--- config.mk ---
export PLATFORM = sky130hd
export DESIGN_NAME = tc16_timer
export DESIGN_NICKNAME = d
export VERILOG_FILES = /design/src/rtl/tc16_pkg.sv /design/src/rtl/tc16_prescaler.sv /design/src/rtl/tc16_fall_detect.sv /design/src/rtl/tc16_core.sv /design/src/rtl/tc16_timer.sv
export SDC_FILE = /design/constraint.sdc
export NUM_CORES = 1
export LEC_CHECK = 0
export BUFFER_PORTS_ARGS = -buffer_cell sky130_fd_sc_hd__buf_2
export CORE_ASPECT_RATIO = 1.1
export CORE_MARGIN = 3
export CORE_UTILIZATION = 40
export CTS_BUF_LIST = sky130_fd_sc_hd__clkbuf_2 sky130_fd_sc_hd__clkbuf_4 sky130_fd_sc_hd__clkbuf_8
export DETAILED_ROUTE_END_ITERATION = 10
export GPL_TIMING_DRIVEN = 0
export PLACE_DENSITY = 0.58
export SETUP_SLACK_MARGIN = 0.3
export SLEW_MARGIN = 5
export SYNTH_ARGS = -nofsm -noshare
export SYNTH_HDL_FRONTEND = slang
export SYNTH_SLANG_ARGS = --single-unit
--- constraint.sdc ---
create_clock -name clk -period 2.29 [get_ports clk]
set_clock_uncertainty 0.15 [all_clocks]
set_input_delay 0 -clock clk [delete_from_list [all_inputs] [get_ports clk]]
set_output_delay 0 -clock clk [all_outputs]
set_load 0.005 [all_outputs]
--- src/rtl/tc16_pkg.sv ---
package tc16_pkg;

    localparam int ADDR_W = 3;

    localparam logic [ADDR_W-1:0] ADDR_CTRL   = 3'd0;
    localparam logic [ADDR_W-1:0] ADDR_CNT_LO = 3'd1;
    localparam logic [ADDR_W-1:0] ADDR_CNT_HI = 3'd2;
    localparam logic [ADDR_W-1:0] ADDR_RLD_LO = 3'd3;
    localparam logic [ADDR_W-1:0] ADDR_RLD_HI = 3'd4;
    localparam logic [ADDR_W-1:0] ADDR_CAP_LO = 3'd5;
    localparam logic [ADDR_W-1:0] ADDR_CAP_HI = 3'd6;

    typedef enum logic [1:0] {
        MODE_OFF     = 2'd0,
        MODE_RELOAD  = 2'd1,
        MODE_CAPTURE = 2'd2,
        MODE_BAUD    = 2'd3
    } tc_mode_e;

    typedef struct packed {
        logic flag;
        logic tx_baud;
        logic rx_baud;
        logic cap_sel;
        logic evt_sel;
        logic run;
    } tc_ctrl_t;

    // Priority: stopped, then baud, then capture/reload select.
    function automatic tc_mode_e pick_mode(tc_ctrl_t c);
        if (!c.run)                    return MODE_OFF;
        else if (c.rx_baud || c.tx_baud) return MODE_BAUD;
        else if (c.cap_sel)            return MODE_CAPTURE;
        else                           return MODE_RELOAD;
    endfunction

    function automatic logic [7:0] ctrl_to_byte(tc_ctrl_t c);
        return {c.flag, 2'b00, c.tx_baud, c.rx_baud, c.cap_sel, c.evt_sel, c.run};
    endfunction

endpackage

--- src/rtl/tc16_prescaler.sv ---
module tc16_prescaler #(
    parameter int DIV = 12
) (
    input  logic clk,
    input  logic rst,
    output logic tick
);
    localparam int PW = (DIV > 2) ? $clog2(DIV) : 1;
    localparam logic [PW-1:0] LAST = PW'(DIV - 1);

    logic [PW-1:0] phase_q;

    assign tick = (phase_q == LAST);

    always_ff @(posedge clk) begin
        if (rst)       phase_q <= '0;
        else if (tick) phase_q <= '0;
        else           phase_q <= phase_q + 1'b1;
    end
endmodule

--- src/rtl/tc16_fall_detect.sv ---
module tc16_fall_detect (
    input  logic clk,
    input  logic rst,
    input  logic tick,
    input  logic pin,
    output logic fire
);
    logic sample_q;
    logic pend_q;

    // Acts one machine cycle after a high-then-low pair of samples.
    assign fire = pend_q && tick;

    always_ff @(posedge clk) begin
        if (rst) begin
            sample_q <= 1'b0;
            pend_q   <= 1'b0;
        end else if (tick) begin
            pend_q   <= sample_q && !pin;
            sample_q <= pin;
        end
    end
endmodule

--- src/rtl/tc16_core.sv ---
module tc16_core
    import tc16_pkg::*;
#(
    parameter int HALF_W = 8
) (
    input  logic                clk,
    input  logic                rst,
    input  logic                tick,
    input  logic                evt_fire,
    input  logic                cap_fire,
    input  logic                wr_en,
    input  logic [ADDR_W-1:0]   wr_addr,
    input  logic [HALF_W-1:0]   wr_data,
    output logic [2*HALF_W-1:0] cnt_o,
    output logic [2*HALF_W-1:0] rld_o,
    output logic [2*HALF_W-1:0] cap_o,
    output tc_ctrl_t            ctrl_o,
    output tc_mode_e            mode_o,
    output logic                baud_tick_o
);
    localparam int CW = 2 * HALF_W;

    logic [CW-1:0] cnt_q, cnt_d;
    logic [CW-1:0] rld_q, rld_d;
    logic [CW-1:0] cap_q, cap_d;
    tc_ctrl_t      ctrl_q, ctrl_d;
    logic          btick_q, btick_d;
    tc_mode_e      mode;
    logic          inc_en;
    logic          at_top;
    logic          cnt_wr;
    logic          ctrl_wr;
    logic          flag_set;

    assign mode    = pick_mode(ctrl_q);
    assign at_top  = &cnt_q;
    assign inc_en  = (mode != MODE_OFF) && (ctrl_q.evt_sel ? evt_fire : tick);
    assign cnt_wr  = wr_en && (wr_addr == ADDR_CNT_LO || wr_addr == ADDR_CNT_HI);
    assign ctrl_wr = wr_en && (wr_addr == ADDR_CTRL);

    always_comb begin
        cnt_d    = cnt_q;
        rld_d    = rld_q;
        cap_d    = cap_q;
        ctrl_d   = ctrl_q;
        btick_d  = 1'b0;
        flag_set = 1'b0;

        if (cnt_wr) begin
            for (int h = 0; h < 2; h++) begin
                if (wr_addr == ADDR_CNT_LO + ADDR_W'(h))
                    cnt_d[h*HALF_W +: HALF_W] = wr_data;
            end
        end else if (inc_en) begin
            if (at_top) begin
                if (mode == MODE_CAPTURE) cnt_d = '0;
                else                      cnt_d = rld_q;
                if (mode == MODE_BAUD)    btick_d  = 1'b1;
                else                      flag_set = 1'b1;
            end else begin
                cnt_d = cnt_q + 1'b1;
            end
        end

        if (cap_fire && mode == MODE_CAPTURE)
            cap_d = cnt_q;

        if (wr_en) begin
            for (int h = 0; h < 2; h++) begin
                if (wr_addr == ADDR_RLD_LO + ADDR_W'(h))
                    rld_d[h*HALF_W +: HALF_W] = wr_data;
            end
        end

        if (ctrl_wr) begin
            ctrl_d.run     = wr_data[0];
            ctrl_d.evt_sel = wr_data[1];
            ctrl_d.cap_sel = wr_data[2];
            ctrl_d.rx_baud = wr_data[3];
            ctrl_d.tx_baud = wr_data[4];
        end

        if (flag_set)                    ctrl_d.flag = 1'b1;
        else if (ctrl_wr && !wr_data[7]) ctrl_d.flag = 1'b0;
    end

    always_ff @(posedge clk) begin
        if (rst) begin
            cnt_q   <= '0;
            rld_q   <= '0;
            cap_q   <= '0;
            ctrl_q  <= '0;
            btick_q <= 1'b0;
        end else begin
            cnt_q   <= cnt_d;
            rld_q   <= rld_d;
            cap_q   <= cap_d;
            ctrl_q  <= ctrl_d;
            btick_q <= btick_d;
        end
    end

    assign cnt_o       = cnt_q;
    assign rld_o       = rld_q;
    assign cap_o       = cap_q;
    assign ctrl_o      = ctrl_q;
    assign mode_o      = mode;
    assign baud_tick_o = btick_q;
endmodule

--- src/rtl/tc16_timer.sv ---
module tc16_timer
    import tc16_pkg::*;
#(
    parameter int PRESCALE = 12,
    parameter int HALF_W   = 8
) (
    input  logic              clk,
    input  logic              rst,
    input  logic              wr_en,
    input  logic [ADDR_W-1:0] wr_addr,
    input  logic [HALF_W-1:0] wr_data,
    input  logic [ADDR_W-1:0] rd_addr,
    output logic [HALF_W-1:0] rd_data,
    input  logic              evt_pin,
    input  logic              cap_pin,
    output logic              baud_tick,
    output logic              ovf_flag
);
    localparam int CW = 2 * HALF_W;

    logic          mc_tick;
    logic [1:0]    pins;
    logic [1:0]    fires;
    logic [CW-1:0] cnt_w, rld_w, cap_w;
    tc_ctrl_t      ctrl_w;
    tc_mode_e      mode_w;

    assign pins = {cap_pin, evt_pin};

    tc16_prescaler #(.DIV(PRESCALE)) u_pre (
        .clk  (clk),
        .rst  (rst),
        .tick (mc_tick)
    );

    for (genvar g = 0; g < 2; g++) begin : g_edge
        tc16_fall_detect u_fd (
            .clk  (clk),
            .rst  (rst),
            .tick (mc_tick),
            .pin  (pins[g]),
            .fire (fires[g])
        );
    end

    tc16_core #(.HALF_W(HALF_W)) u_core (
        .clk         (clk),
        .rst         (rst),
        .tick        (mc_tick),
        .evt_fire    (fires[0]),
        .cap_fire    (fires[1]),
        .wr_en       (wr_en),
        .wr_addr     (wr_addr),
        .wr_data     (wr_data),
        .cnt_o       (cnt_w),
        .rld_o       (rld_w),
        .cap_o       (cap_w),
        .ctrl_o      (ctrl_w),
        .mode_o      (mode_w),
        .baud_tick_o (baud_tick)
    );

    assign ovf_flag = ctrl_w.flag;

    always_comb begin
        unique case (rd_addr)
            ADDR_CTRL:   rd_data = HALF_W'(ctrl_to_byte(ctrl_w));
            ADDR_CNT_LO: rd_data = cnt_w[HALF_W-1:0];
            ADDR_CNT_HI: rd_data = cnt_w[CW-1:HALF_W];
            ADDR_RLD_LO: rd_data = rld_w[HALF_W-1:0];
            ADDR_RLD_HI: rd_data = rld_w[CW-1:HALF_W];
            ADDR_CAP_LO: rd_data = cap_w[HALF_W-1:0];
            ADDR_CAP_HI: rd_data = cap_w[CW-1:HALF_W];
            default:     rd_data = '0;
        endcase
    end
endmodule

* Word-level counts from Yosys, hierarchy flattened
Index checks and enable logic that the tools add are counted.
** Storage, ports and cells
- Register bits :: 63
- Input bits :: 19
- Output and inout port bits :: 10
- Logic and storage cells :: 80
** Operators by class
- Add/sub/neg operators :: 2
- Equality and inequality tests :: 15
- Muxes and demuxes :: 18
- Bitwise gates (word level) :: 2
- Reduce and logical (&&, ||, !) cells :: 26
** Operators with widths (number)
- $mux 16 :: 4
- $pmux 8 s7 :: 1
- $add 16x1->16 const B :: 1
- $mux 8 :: 2
- $reduce_and 16->1 :: 1
- $eq 3x2->1 const B :: 4
- $eq 3x3->1 const B :: 4
- $logic_and 1x1->1 :: 9
- $mux 1 :: 8
- $reduce_and 2->1 :: 4
- $eq 3x1->1 const B :: 2
- $logic_not 3->1 :: 2
- $mux 2 :: 3
- $reduce_bool 2->1 :: 3
- $add 4x1->4 const B :: 1
- $eq 2x2->1 const B :: 2
- $eq 4x4->1 const B :: 1
- $ne 2x2->1 const B :: 2
- $reduce_or 4->1 :: 1
- $logic_not 1->1 :: 3
- $logic_or 1x1->1 :: 2
- $not 1->1 :: 2
- $reduce_or 2->1 :: 1

* Depth between registers and ports, before layout
- Word-level depth :: 9
- Depth in mapped cells :: 7
- Mapped depth without buffers :: 6

* Modules after synthesis
A second synthesis with hierarchy kept.
** Unflattened totals
- Cells, all modules :: 438
- Area total of the unflattened synthesis :: 3628.5 µm²
** By module, submodules not included
- tc16_core :: instances 1, cells an instance 338, area each 2716.4 µm², sequential area each 1101.1 µm²
- tc16_timer :: instances 1, cells an instance 68, area each 563.0 µm², sequential area each 0.0 µm²
- tc16_prescaler :: instances 1, cells an instance 16, area each 188.9 µm², sequential area each 80.1 µm²
- tc16_fall_detect :: instances 2, cells an instance 8, area each 80.1 µm², sequential area each 40.0 µm²

* Least setup slack after synthesis
OpenSTA, ideal clock, no wires.
- Path type :: reg-to-reg
- Start :: reg u_core.cnt_q[0], in the netlist u_core.cnt_o[0]
- End :: reg u_core.cnt_q[1], in the netlist u_core.cnt_o[1]
- Library setup time :: 0.117 ns
- Data arrival time :: 1.769 ns
- Required time :: 2.023 ns
- Setup slack :: 0.254 ns
- Stages on the path, launching flop included :: 8
- Buffers on the path :: 1
- Period minus slack after synthesis :: 2.036 ns
- Cells stage by stage :: dfxtp_1 > ha_1 > buf_2 > inv_1 > nor4_2 > nand2_1 > a221o_1 > a32o_1
** Between the ends
- Longest elaborated chain between the ends :: 4
- Elaborated cells on any way between the ends :: 5
- Classes of those cells :: add/sub: 1; mux: 3; reduce/logical: 1
** RTL lines
- from (decl) :: line tc16_core.sv:23 : logic [CW-1:0] cnt_q, cnt_d;
- from (signal assigned) :: line tc16_core.sv:95 : cnt_q <= cnt_d;
- $add 16x1->16 / $reduce_and 16->1 (equally long branches) :: line tc16_core.sv:61, tc16_core.sv:36
- $mux 16 (*) :: line tc16_core.sv:55 : if (at_top) begin
- $mux 16 (*) :: line tc16_core.sv:54 : end else if (inc_en) begin
- $mux 16 (*) :: line tc16_core.sv:49 : if (cnt_wr) begin
Mark *: on every way between the ends. The rest lies on a longest branch, timed or not. The select of a mux whose other input is x is not followed.
A chain may end at the register's enable or synchronous reset.

* Worst setup path in the final report
- Start :: reg u_core.cnt_q[8], in the netlist u_core.cnt_o[8]
- End :: reg u_core.cnt_q[1], in the netlist u_core.cnt_o[1]
** Between the ends
- Longest elaborated chain between the ends :: 4
** RTL lines
- $reduce_and 16->1 :: line tc16_core.sv:36 : assign at_top = &cnt_q;
- $mux 16 :: line tc16_core.sv:55
- $mux 16 :: line tc16_core.sv:54
- $mux 16 :: line tc16_core.sv:49
Every way passes these cells. The select of a mux whose other input is x is not followed.

==> impl_metrics.yaml <==
run_status:
  status: "finished clean"
flow_run:
  maxCapViolCount: 0
cells_and_area:
  nets: 577
  layout_common_cells: "nand2_1 (93), a21oi_1 (65), dfxtp_1 (49)"
  syn2layout_area_growth_pct: 38.2
  layoutNonFillerInstCount: 672
  layout-drive-gt1-share_pct: 30.7
  diodes: 0
  mostFrequentLayoutCell: "nand2_1"
  stdcell_area_sq_mm: 0.00491
yosys:
  syn_area_sq_mm: 0.00355
  synthCells: 458
  ys_types: 59
  synth_ff_type: "dfxtp_1"
  ys_ff_latch: 63
  synth_fp_nets: 479
  synthArstFlopShare_pct: 0
  synth_enable_flop_cells: 0
  avgSynthCellArea_sq_um: 7.76
  ys_seq_area_share_pct: 35.5
  yosys_warnings: 0
setup_path:
  cp.arrival_ps: 2180
  crit_fanout: 5
  critPathLaunchType: "flip-flop"
  required_ps: 2370
  critPathKind: "flip-flop to flip-flop"
  end_kind: "flip-flop"
timing:
  hold_viol: 0
  fin_crit_ps: 2100
  tightest_slew_ps: 769
  finalSetupViolCount: 0
  slew_violations: 0
  rsz0062_at_grt: "true"
  period_share_pct: 91.9
  clock.fmax_mhz: 475
  relSlewSlack_pct: 48.7
placed_design:
  dp_hpwl_microns: 8900
  numPortBuffers: 26
  place_area_sq_mm: 0.00383
  gp_congestion: 0.942
  placed_cells: 595
route:
  drc: 0
  drt-vias-per-instance: 5.90
  drtIter0Drc: 382
  vias: 3968
  detail-route-antenna-nets: 0
  drtPass1Iterations: 5
  wirelength_microns: 13100
  routedWlPerCell_microns: 19.5
power:
  p_switching_uw: 668
  power_frac_comb_pct: 10.8
  power_mw: 2.41
  power_density_mw_per_mm2: 491
  leakage_nw: 1.76
  peakVddDrop_mv: 0.355
  clockPowerShare_pct: 42.4
  switching_share_pct: 27.7
  power_frac_seq_pct: 46.9
  intPower_mw: 1.75
floorplan:
  design.core.area_sq_mm: 0.00850
  initial_utilization_pct: 41.8
  fp.dieW_microns: 95.9
  row_count: 35
  dieArea_sq_mm: 0.0101
  boundaryPins: 29
  dieHeight_microns: 105
clock_network:
  cts_tree: "built"
  root_buffer: "clkbuf_8"
  htree_num_levels: 3
  clock_latency_ps: 350
  clkTransAtPathRegs_ps: 70
  cts_made_buffers: 9
  clockBufferDepth: 2
  cts_num_sinks: 63
grt:
  grt_max_degree: 13
  overflow: 0
  grt_pass1_vias: 3501
  antenna_found_initial: 0
  grt_pass1_wl_microns: 19300
  grt_use_total_pct: 25.3
worst_hold_path:
  worstHoldPathType: "primary input to flip-flop"
## synthesized netlist by cell type, types with 5 or more instances
library cell / instances / area, sq um
inv_1: 6 / 22.5
mux2_2: 6 / 67.6
clkbuf_1: 16 / 60.1
nand3b_1: 5 / 37.5
dfxtp_1: 63 / 1260
buf_1: 5 / 18.8
buf_2: 12 / 60.1
xnor2_1: 6 / 52.6
o21ai_0: 17 / 85.1
nor2_1: 34 / 128
a21oi_1: 68 / 340
o221ai_1: 6 / 52.6
nand2_1: 95 / 357
nand3_1: 17 / 85.1
a311oi_1: 6 / 52.6
mux2i_1: 14 / 140
o2bb2ai_1: 5 / 43.8
and3_1: 5 / 31.3
## through the flow
stage / setup slack, ps / hold slack (ps) / TNS (ps) / utilization [%]
final: 187 / 62.4 / 0 / 57.8
after global routing: 150 / 88.9 / 0 / 57.8
after CTS: 234 / 41.7 / 0 / 52.7
after detailed placement: -110 / 107 / -285 / 45.0
after global placement: -168 / 99.9 / -528 / 45.0
after floorplan: 324 / -14.0 / 0 / -
## registers in the layout, summed over array words and instances (netlist names)
| name | count |
|---|---|
| u_core.cnt_o | 16 |
| u_core.cap_o | 16 |
| u_core.rld_o | 16 |
| g_edge.u_fd.pend_q | 2 |
| g_edge.u_fd.sample_q | 2 |
| u_core.baud_tick_o | 1 |
| u_pre.phase_q | 4 |
| u_core.ctrl_o | 6 |
## worst paths after layout
kind,start,end,slack [ps],cells past startpoint
min,wr_addr[1],u_core.rld_o[0],60,5
min reg2reg,u_core.cap_o[1],u_core.cap_o[1],310,2
max reg2reg,u_core.cnt_o[8],u_core.cnt_o[1],190,7
max,u_core.cnt_o[8],u_core.cnt_o[1],190,7
## power groups by stage
| stage | combinational (mW) | clock, mW | sequential, mW |
|---|---|---|---|
| 3_3_place_gp | 0.201 | 0 | 1.16 |
| 3_5_place_dp | 0.204 | 0 | 1.16 |
| 6_report | 0.261 | 1.02 | 1.13 |
| 5_1_grt | 0.281 | 1.07 | 1.13 |
| 2_1_floorplan | 0.128 | 0 | 1.15 |
| 4_1_cts | 0.235 | 1.03 | 1.13 |
## final cells by class
class                   count  area [sq um]
repair buffers             86           637
clock inverters             6          70.1
fillers                   781          3580
plain buffers              33           205
clock buffers              10           138
flip-flops and latches     63          1290
well taps                 111           139
inverters                   6          27.5
multi-input cells         357          2400
## routing by layer
metal	wire length, microns	vias to the layer above	track usage (%)
li1	-	1849	-
met1	5500	1858	34.5
met2	6190	212	39.5
met3	873	49	3.82
met4	561	0	10.6
met5	0	-	0
## kinds of logic after synthesis
family                   Yosys count  share of synthesized area (%)
AND/OR/NAND/NOR                  189                           26.0
multiplexers                      23                           7.74
flip-flops                        63                           35.5
AO/OA/AOI/OAI                    133                           23.3
adder cells (fa/ha/maj)            2                          0.704
XOR/XNOR                           9                           2.22
buffers and inverters             39                           4.54
## critical path: stages (launching register included)
cell,delay (ps)
dfxtp_1,340
buf_6,120
nand4_1,130
buf_4,190
nor4_4,370
nand2_2,110
a221o_1,330
a32o_1,250
## what timing repair did
action                                  CTS  global route
endpoints found under the setup margin   28            28
hold endpoints to repair                 34             0
gates cloned                              1             0
pin swaps                                 8            21
gates resized for setup                  52            43
hold buffers                             13             0
buffers inserted                         13            34
Note: power is estimated with default switching activity, not from simulation.
